$ cat src/rtl/scan_sync_pkg.sv
package scan_sync_pkg;

    // Why the counter took its next value
    typedef enum logic [1:0] {
        STEP_COUNT = 2'd0,
        STEP_WRAP  = 2'd1,
        STEP_ACK   = 2'd2
    } step_cause_e;

    // Registered output pair produced each clock
    typedef struct packed {
        logic sync_low;
        logic nmi_low;
    } pulse_pair_t;

    // True when a line position falls inside the sync window
    function automatic logic in_sync_window(input int unsigned pos,
                                            input int unsigned dly,
                                            input int unsigned len);
        return (pos >= dly) && (pos < dly + len);
    endfunction

endpackage

$ cat src/rtl/ack_detect.sv
module ack_detect (
    input  logic clk,
    input  logic rst,
    input  logic m1_n,
    input  logic iorq_n,
    output logic restart_o
);
    logic ack_now;
    logic ack_seen_q;

    assign ack_now   = !m1_n && !iorq_n;
    assign restart_o = ack_now && !ack_seen_q;

    always_ff @(posedge clk) begin
        if (rst) ack_seen_q <= 1'b0;
        else     ack_seen_q <= ack_now;
    end


    single_restart_chk: assert property (@(posedge clk) disable iff (rst)
        restart_o |=> !restart_o);

endmodule

$ cat src/rtl/line_counter.sv
module line_counter
    import scan_sync_pkg::*;
#(
    parameter int unsigned LINE_LEN = 207,
    parameter int unsigned SYNC_DLY = 16,
    parameter int unsigned SYNC_LEN = 16,
    localparam int unsigned POS_W   = $clog2(LINE_LEN)
) (
    input  logic             clk,
    input  logic             rst,
    input  logic             restart_i,
    output logic [POS_W-1:0] pos_o,
    output logic             win_nxt_o
);
    localparam logic [POS_W-1:0] LAST_POS = POS_W'(LINE_LEN - 1);

    logic [POS_W-1:0] pos_q;
    logic [POS_W-1:0] pos_nxt;
    step_cause_e      cause;

    always_comb begin
        if (restart_i)             cause = STEP_ACK;
        else if (pos_q == LAST_POS) cause = STEP_WRAP;
        else                        cause = STEP_COUNT;

        unique case (cause)
            STEP_ACK, STEP_WRAP: pos_nxt = '0;
            default:             pos_nxt = pos_q + POS_W'(1);
        endcase
        if (rst) pos_nxt = '0;
    end

    assign win_nxt_o = in_sync_window(int'(pos_nxt), SYNC_DLY, SYNC_LEN);

    always_ff @(posedge clk) begin
        pos_q <= pos_nxt;
    end

    assign pos_o = pos_q;


    wrap_to_zero_chk: assert property (@(posedge clk) disable iff (rst)
        (pos_q == LAST_POS) |=> (pos_q == '0));


    pos_in_range_chk: assert property (@(posedge clk) disable iff (rst)
        pos_q <= LAST_POS);


    restart_zero_chk: assert property (@(posedge clk) disable iff (rst)
        restart_i |=> (pos_q == '0));

endmodule

$ cat src/rtl/nmi_gate.sv
module nmi_gate
    import scan_sync_pkg::*;
(
    input  logic clk,
    input  logic rst,
    input  logic nmi_on,
    input  logic nmi_off,
    input  logic win_nxt_i,
    output logic hsync_n_o,
    output logic nmi_n_o
);
    logic        en_q;
    logic        en_nxt;
    pulse_pair_t pair_nxt;
    pulse_pair_t pair_q;

    always_comb begin
        en_nxt = en_q;
        if (nmi_on)  en_nxt = 1'b1;
        if (nmi_off) en_nxt = 1'b0;
        pair_nxt.sync_low = win_nxt_i;
        pair_nxt.nmi_low  = win_nxt_i && en_nxt;
    end

    always_ff @(posedge clk) begin
        if (rst) begin
            en_q   <= 1'b0;
            pair_q <= '0;
        end else begin
            en_q   <= en_nxt;
            pair_q <= pair_nxt;
        end
    end

    assign hsync_n_o = !pair_q.sync_low;
    assign nmi_n_o   = !pair_q.nmi_low;


    off_quiets_nmi_chk: assert property (@(posedge clk) disable iff (rst)
        nmi_off |=> nmi_n_o);


    nmi_within_sync_chk: assert property (@(posedge clk) disable iff (rst)
        !nmi_n_o |-> !hsync_n_o);

endmodule

$ cat src/rtl/scan_sync_gen.sv
module scan_sync_gen #(
    parameter int unsigned LINE_LEN = 207,
    parameter int unsigned SYNC_DLY = 16,
    parameter int unsigned SYNC_LEN = 16,
    localparam int unsigned POS_W   = $clog2(LINE_LEN)
) (
    input  logic             clk,
    input  logic             rst,
    input  logic             m1_n,
    input  logic             iorq_n,
    input  logic             nmi_on,
    input  logic             nmi_off,
    output logic             hsync_n,
    output logic             nmi_n,
    output logic [POS_W-1:0] line_pos
);
    logic restart;
    logic win_nxt;

    ack_detect u_ack (
        .clk       (clk),
        .rst       (rst),
        .m1_n      (m1_n),
        .iorq_n    (iorq_n),
        .restart_o (restart)
    );

    line_counter #(
        .LINE_LEN (LINE_LEN),
        .SYNC_DLY (SYNC_DLY),
        .SYNC_LEN (SYNC_LEN)
    ) u_cnt (
        .clk       (clk),
        .rst       (rst),
        .restart_i (restart),
        .pos_o     (line_pos),
        .win_nxt_o (win_nxt)
    );

    nmi_gate u_gate (
        .clk       (clk),
        .rst       (rst),
        .nmi_on    (nmi_on),
        .nmi_off   (nmi_off),
        .win_nxt_i (win_nxt),
        .hsync_n_o (hsync_n),
        .nmi_n_o   (nmi_n)
    );


    sync_start_pos_chk: assert property (@(posedge clk) disable iff (rst)
        $fell(hsync_n) |-> (line_pos == POS_W'(SYNC_DLY)));


    ack_ends_sync_chk: assert property (@(posedge clk) disable iff (rst)
        (!hsync_n && restart) |=> hsync_n);

endmodule

$ cat config.mk
export PLATFORM = sky130hd
export DESIGN_NAME = scan_sync_gen
export DESIGN_NICKNAME = d
export VERILOG_FILES = /design/src/rtl/scan_sync_pkg.sv /design/src/rtl/ack_detect.sv /design/src/rtl/line_counter.sv /design/src/rtl/nmi_gate.sv /design/src/rtl/scan_sync_gen.sv
export SDC_FILE = /design/constraint.sdc
export NUM_CORES = 1
export LEC_CHECK = 0
export BUFFER_PORTS_ARGS = -buffer_cell sky130_fd_sc_hd__buf_4
export CORE_AREA = 5 5 42 44
export CTS_CLUSTER_SIZE = 14
export DETAILED_ROUTE_END_ITERATION = 16
export DIE_AREA = 0 0 47 49
export SLEW_MARGIN = 20
export SYNTH_ARGS = -nofsm -noshare
export SYNTH_HDL_FRONTEND = slang
export SYNTH_SLANG_ARGS = --single-unit
$ cat constraint.sdc
create_clock -name clk -period 1.54 [get_ports clk]
set_clock_uncertainty 0.2 [all_clocks]
set_input_delay 0.077 -clock clk [delete_from_list [all_inputs] [get_ports clk]]
set_output_delay 0.077 -clock clk [all_outputs]
set_load 0.005 [all_outputs]
# Word-level counts from Yosys, hierarchy flattened
# Cells that the tools add are included.
[classes]
addsub = 1
multipliers = 0
n_div = 0
magnitude_cmp = 2
eq_ne = 3
shift = 0
n_mux = 6
bitwise = 0
reduce_logical = 10
[op_table]
columns = ["cell", "n"]
rows = [
  ["two-way mux 8 bit", 2],
  ["adder 8 x 1 -> 8 bit, second input constant", 1],
  ["== test 8 bit, second input constant", 1],
  ["greater-or-equal comparator 8 x 5 -> 1 bit, second input constant", 1],
  ["less-than comparator 8 x 6 -> 1 bit, second input constant", 1],
  ["logical NOT 1 bit", 5],
  ["logical AND 1 bit", 4],
  ["two-way mux 1 bit", 3],
  ["== test 2 x 1 -> 1 bit, second input constant", 1],
  ["== test 2 bit, second input constant", 1],
  ["two-way mux 2 bit", 1],
  ["OR reduction 2 bit", 1],
]
[word_totals]
regBits = 12
latch_bits = 0
ram_bits = 0
romBits = 0
inputBits = 6
elab_cells = 27
n_memories = 0

# Depth between registers and ports, before layout
[depth]
depth_word = 11
mapped_depth = 6

# Cells and area by module
# A second synthesis with hierarchy kept.
[unflattened]
cells_unflattened = 51
hier_area_um2 = 498.0
[modules_own_cells]
columns = ["mod", "n_inst", "cells_per_inst", "area_per_inst_um2"]
rows = [
  ["line_counter", 1, 39, 359.1],
  ["nmi_gate", 1, 9, 108.9],
  ["ack_detect", 1, 3, 30.0],
]

# Least setup slack after synthesis
# OpenSTA, ideal clock, no wires.
[synth_timing]
kind = "reg-to-reg"
startpoint = "register u_cnt.pos_q[0] (netlist: u_cnt.pos_o[0])"
endpoint = "register u_gate.pair_q[0] (netlist bit)"
setup_time_ps = 87
t_arrival_ps = 1357
setup_slack_ps = -105
stages_incl_launch_ff = 7
n_path_buf = 0
path_cell_list = "dfxtp_1 > inv_1 > ha_1 > and4b_1 > o21ai_0 > o211ai_1 > nor4b_2"
[synth_via]
elab_chain_len = 10
elab_cells_between_ends = 13
[synth_lines]
columns = ["item", "line", "text"]
rows = [
  ["start, declared", "line_counter.sv:17", "logic [POS_W-1:0] pos_q;"],
  ["start signal, assigned", "line_counter.sv:36", "pos_q <= pos_nxt;"],
  ["== test 8 bit", "line_counter.sv:23", "else if (pos_q == LAST_POS) cause = STEP_WRAP;"],
  ["two-way mux 1 bit", "line_counter.sv:23", ""],
  ["two-way mux 2 bit", "line_counter.sv:22", "if (restart_i) cause = STEP_ACK;"],
  ["== test 2 bit or == test 2 x 1 -> 1 bit (tied branches)", "line_counter.sv:26", "unique case (cause)"],
  ["OR reduction 2 bit", "line_counter.sv:26", ""],
  ["two-way mux 8 bit *", "line_counter.sv:26", ""],
  ["two-way mux 8 bit *", "line_counter.sv:30", "if (rst) pos_nxt = '0;"],
  ["greater-or-equal comparator 8 x 5 -> 1 bit or less-than comparator 8 x 6 -> 1 bit (tied branches)", "scan_sync_pkg.sv:20", "return (pos >= dly) && (pos < dly + len);"],
  ["logical AND 1 bit *", "scan_sync_pkg.sv:20", ""],
  ["logical AND 1 bit *", "nmi_gate.sv:22", "pair_nxt.nmi_low = win_nxt_i && en_nxt;"],
  ["end signal, assigned", "nmi_gate.sv:31", "pair_q <= pair_nxt;"],
  ["end, declared", "nmi_gate.sv:15", "pulse_pair_t pair_q;"],
]
# Every way passes the cells marked *; elsewhere a longest branch is shown, timed or not.
# A chain may end at the register's enable or synchronous reset.

# Worst setup path in the final report
[layout_timing]
startpoint = "register u_cnt.pos_q[0] (netlist: u_cnt.pos_o[0])"
endpoint = "register u_gate.pair_q[1] (netlist bit)"
[layout_via]
elab_chain_len = 9
elab_cells_between_ends = 12
[layout_lines]
columns = ["item", "line"]
rows = [
  ["== test 8 bit", "line_counter.sv:23"],
  ["two-way mux 1 bit", "line_counter.sv:23"],
  ["two-way mux 2 bit", "line_counter.sv:22"],
  ["== test 2 bit or == test 2 x 1 -> 1 bit (tied branches)", "line_counter.sv:26"],
  ["OR reduction 2 bit", "line_counter.sv:26"],
  ["two-way mux 8 bit *", "line_counter.sv:26"],
  ["two-way mux 8 bit *", "line_counter.sv:30"],
  ["greater-or-equal comparator 8 x 5 -> 1 bit or less-than comparator 8 x 6 -> 1 bit (tied branches)", "scan_sync_pkg.sv:20"],
  ["logical AND 1 bit *", "scan_sync_pkg.sv:20"],
]
# Marked as above.

==> impl_metrics.toml <==
[setup_path]
path_class = "reg2reg"
worst-path-max-fanout = 4
r2r-start = "u_cnt.pos_o[0]"
ff2ff_path_depth = 7
crit_arrival_ns = 1.59
crit_path_end_kind = "register"
start_kind = "register"
crit_path_end = "u_gate.pair_q[1]"
startpoint = "u_cnt.pos_o[0]"
required_ns = 1.54
rrSetupSlack_ns = -0.05
crit-reg2reg-capture = "u_gate.pair_q[1]"

[cells_and_area]
final_core_util_pct = 56.2
fillers = 136
drive_gt1_share_pct = 42.0
diodes = 0
nets = 97
synthToLayoutAreaGrowth_pct = 60.5

[detailed_routing]
ant_nets = 0
vias_per_cell = 4.84
routedWlPerCell_um = 10.8
drc_errors = 0
drtIter0Drc = 0
drt-total-wl_um = 1120
drt_pass1_iterations = 1
vias = 503

[status]
violations = "negative setup slack"
status = "complete, but fails checks"

[timing]
whs_ns = 0.0437
fin_crit_sh_pct = 103
setup_viol = 2
maxSlewViolCount = 0
finalHoldViolations = 0
period_needed_ns = 1.59
rsz0062_at_grt = "yes"
maxSlewHeadroom_pct = 80.7
max_freq_mhz = 630
worst_pin_slew_ns = 0.288
layout_setup_ws_ns = -0.0467

[floorplanning]
die-area_um2 = 2300
start_util_pct = 35.0
ios = 16
dieWidth_um = 47
coreArea_um2 = 1400
die_h_um = 49
row_count = 14

[logic_synthesis]
synth_compound_area_share_pct = 8.67
ys_types = 20
yosys.area_share.xor_xnor_pct = 3.57
syn-cell-area_um2 = 490
synth_nets = 62
synth_top_family_by_area = "simple AND/OR/NAND/NOR gates"
synth-seq-cells = 12
yosysSeqAreaShare_pct = 49.0
ys_warn_count = 0
synth_cells = 54
synth_simple_gate_area_share_pct = 29.8
synth_fa_ha_area_share_pct = 5.10
synthMuxAreaShare_pct = 0
syn_avg_cell_area_um2 = 9.08

[clock_network]
clk_pin_slew_ns = 0.08
cts_buffers = 3
root_buffer = "clkbuf_4"
cts_max_level = 1
clkLatencyLatePin_ns = 0.28
cts.sinks = 12
tritoncts = "done"
cts_buffer_depth = 2

[placed_design]
dp_hpwl_um = 847
place_congestion = 0.748
port_buffers = 15

[power]
ir_drop_mv = 0.439
p_leak_nw = 0.358
power.density_nw_per_um2 = 757

[global_route]
grt_pass1_vias = 509
grt_max_degree = 8
grt_use_total_pct = 12.1
antenna_found_initial = 0
grt.overflow.total = 0
grt_pass1_wl_um = 1970

[job]
maxCapViolations = 0

[hold_path]
holdCritPathClass = "in2reg"
[layer usage]
layer | track usage, % | routed length, um | share of wire (%) | up-vias
li1 | - | - | - | 261
met1 | 11.9 | 442 | 39 | 222
met2 | 19.7 | 554 | 49 | 17
met3 | 4.80 | 95 | 8.5 | 3
met4 | 8.29 | 29 | 2.6 | 0
met5 | 0 | 0 | 0 | -
[cell type report]
cell class | instances | area [um2] | share of cell area [%]
Inverter | 5 | 18.8 | 2.38
Multi-Input combinational cell | 37 | 239 | 30.4
Tap cell | 16 | 20.0 | 2.54
Sequential cell | 12 | 245 | 31.2
Clock buffer | 4 | 26.3 | 3.34
Timing Repair Buffer | 30 | 238 | 30.2
[power by group]
part | total [W] | internal (W) | leakage, nW | switching, W
Clock | 0.000204 | 0.000101 | 0.0150 | 0.000104
Sequential | 0.000325 | 0.000318 | 0.0984 | 0.00000667
Combinational | 0.0000669 | 0.0000421 | 0.245 | 0.0000248
[how the worst min path moves through the flow]
stage | cells after the start | startpoint | end | slack, ns
2_1_floorplan | 1 | rst | u_ack.ack_seen_q | -0.05
3_3_place_gp | 2 | m1_n | u_ack.ack_seen_q | 0.05
3_5_place_dp | 2 | m1_n | u_ack.ack_seen_q | 0.06
4_1_cts | 4 | nmi_on | u_gate.pair_q[0] | 0.04
5_1_grt | 4 | nmi_on | u_gate.pair_q[0] | 0.08
6_report | 4 | nmi_on | u_gate.pair_q[0] | 0.04
[worst max-delay path, cell delays in order, from the launching register on]
cell and delay, ns:
dfxtp_4 0.37, inv_2 0.03, ha_2 0.16, and4b_1 0.21
o21ai_1 0.12, o211ai_1 0.14, buf_4 0.16, nor3_1 0.12
[state kept, by name, indices dropped and copies added, names as in the netlist]
name and count:
u_cnt.pos_o 8, u_gate.en_q 1, u_gate.pair_q 2, u_ack.ack_seen_q 1
[cell usage in the layout (no fill, tap or decap)]
cell type	netlist	final
clkbuf_4	0	3
xor2_1	1	1
ha_2	0	2
dfxtp_2	0	1
buf_4	0	25
or3_1	3	3
clkbuf_1	0	1
and3_1	1	1
inv_2	0	2
a21oi_1	3	3
dfxtp_1	12	10
xnor2_1	1	1
nand2_1	3	2
dlygate4sd3_1	0	5
nand3_1	3	3
nor2_1	6	6
o211ai_1	1	1
and4b_1	1	1
o21ai_1	3	4
nor4b_2	1	1
nor3_1	4	4
nand4_1	1	1
nand2_2	0	1
nand4_2	1	1
inv_1	5	3
dfxtp_4	0	1
nand4b_1	1	1
[cell usage after synthesis]
cell type,count,area [um2]
a21oi_1,3,15.0
and3_1,1,6.26
and4b_1,1,10.0
dfxtp_1,12,240
ha_1,2,25.0
inv_1,5,18.8
nand2_1,3,11.3
nand3_1,3,15.0
nand4_1,1,6.26
nand4_2,1,12.5
nand4b_1,1,8.76
nor2_1,6,22.5
nor3_1,4,20.0
nor4b_2,1,15.0
o211ai_1,1,7.51
o21ai_0,1,5.00
o21ai_1,3,15.0
or3_1,3,18.8
xnor2_1,1,8.76
xor2_1,1,8.76
[cells by family (layout without fill, tap and decap cells)]
family	Yosys count	count (layout)
adders and majority gates	2	2
buffers and inverters	5	39
and+or+nand+nor	25	25
xor gates and xnor gates	2	2
AOI/OAI and AO/OA	8	8
DFF	12	12
[stage by stage]
step           power, W  area [um2]  cells  setup slack, ns  TNS (ns)
6_report       0.000596         787    104          -0.0467   -0.0644
5_1_grt        0.000639         787    104           -0.151    -0.692
4_1_cts        0.000605         773    103          -0.0177   -0.0177
3_5_place_dp   0.000388         687     93          -0.0247   -0.0247
3_3_place_gp   0.000388         687     93          0.00755         0
2_1_floorplan  0.000349         494     54          0.00799         0
[timing repair]
action | 4_1_cts | 5_1_grt
gates resized for setup | 2 | 4
setup endpoints to repair | 1 | 11
pin swaps | 0 | 1
hold endpoints to repair | 3 | 0
hold buffers | 5 | 0
cloned | 0 | 0
buffers inserted | 1 | 1
Power figures use the tool's default switching activity.
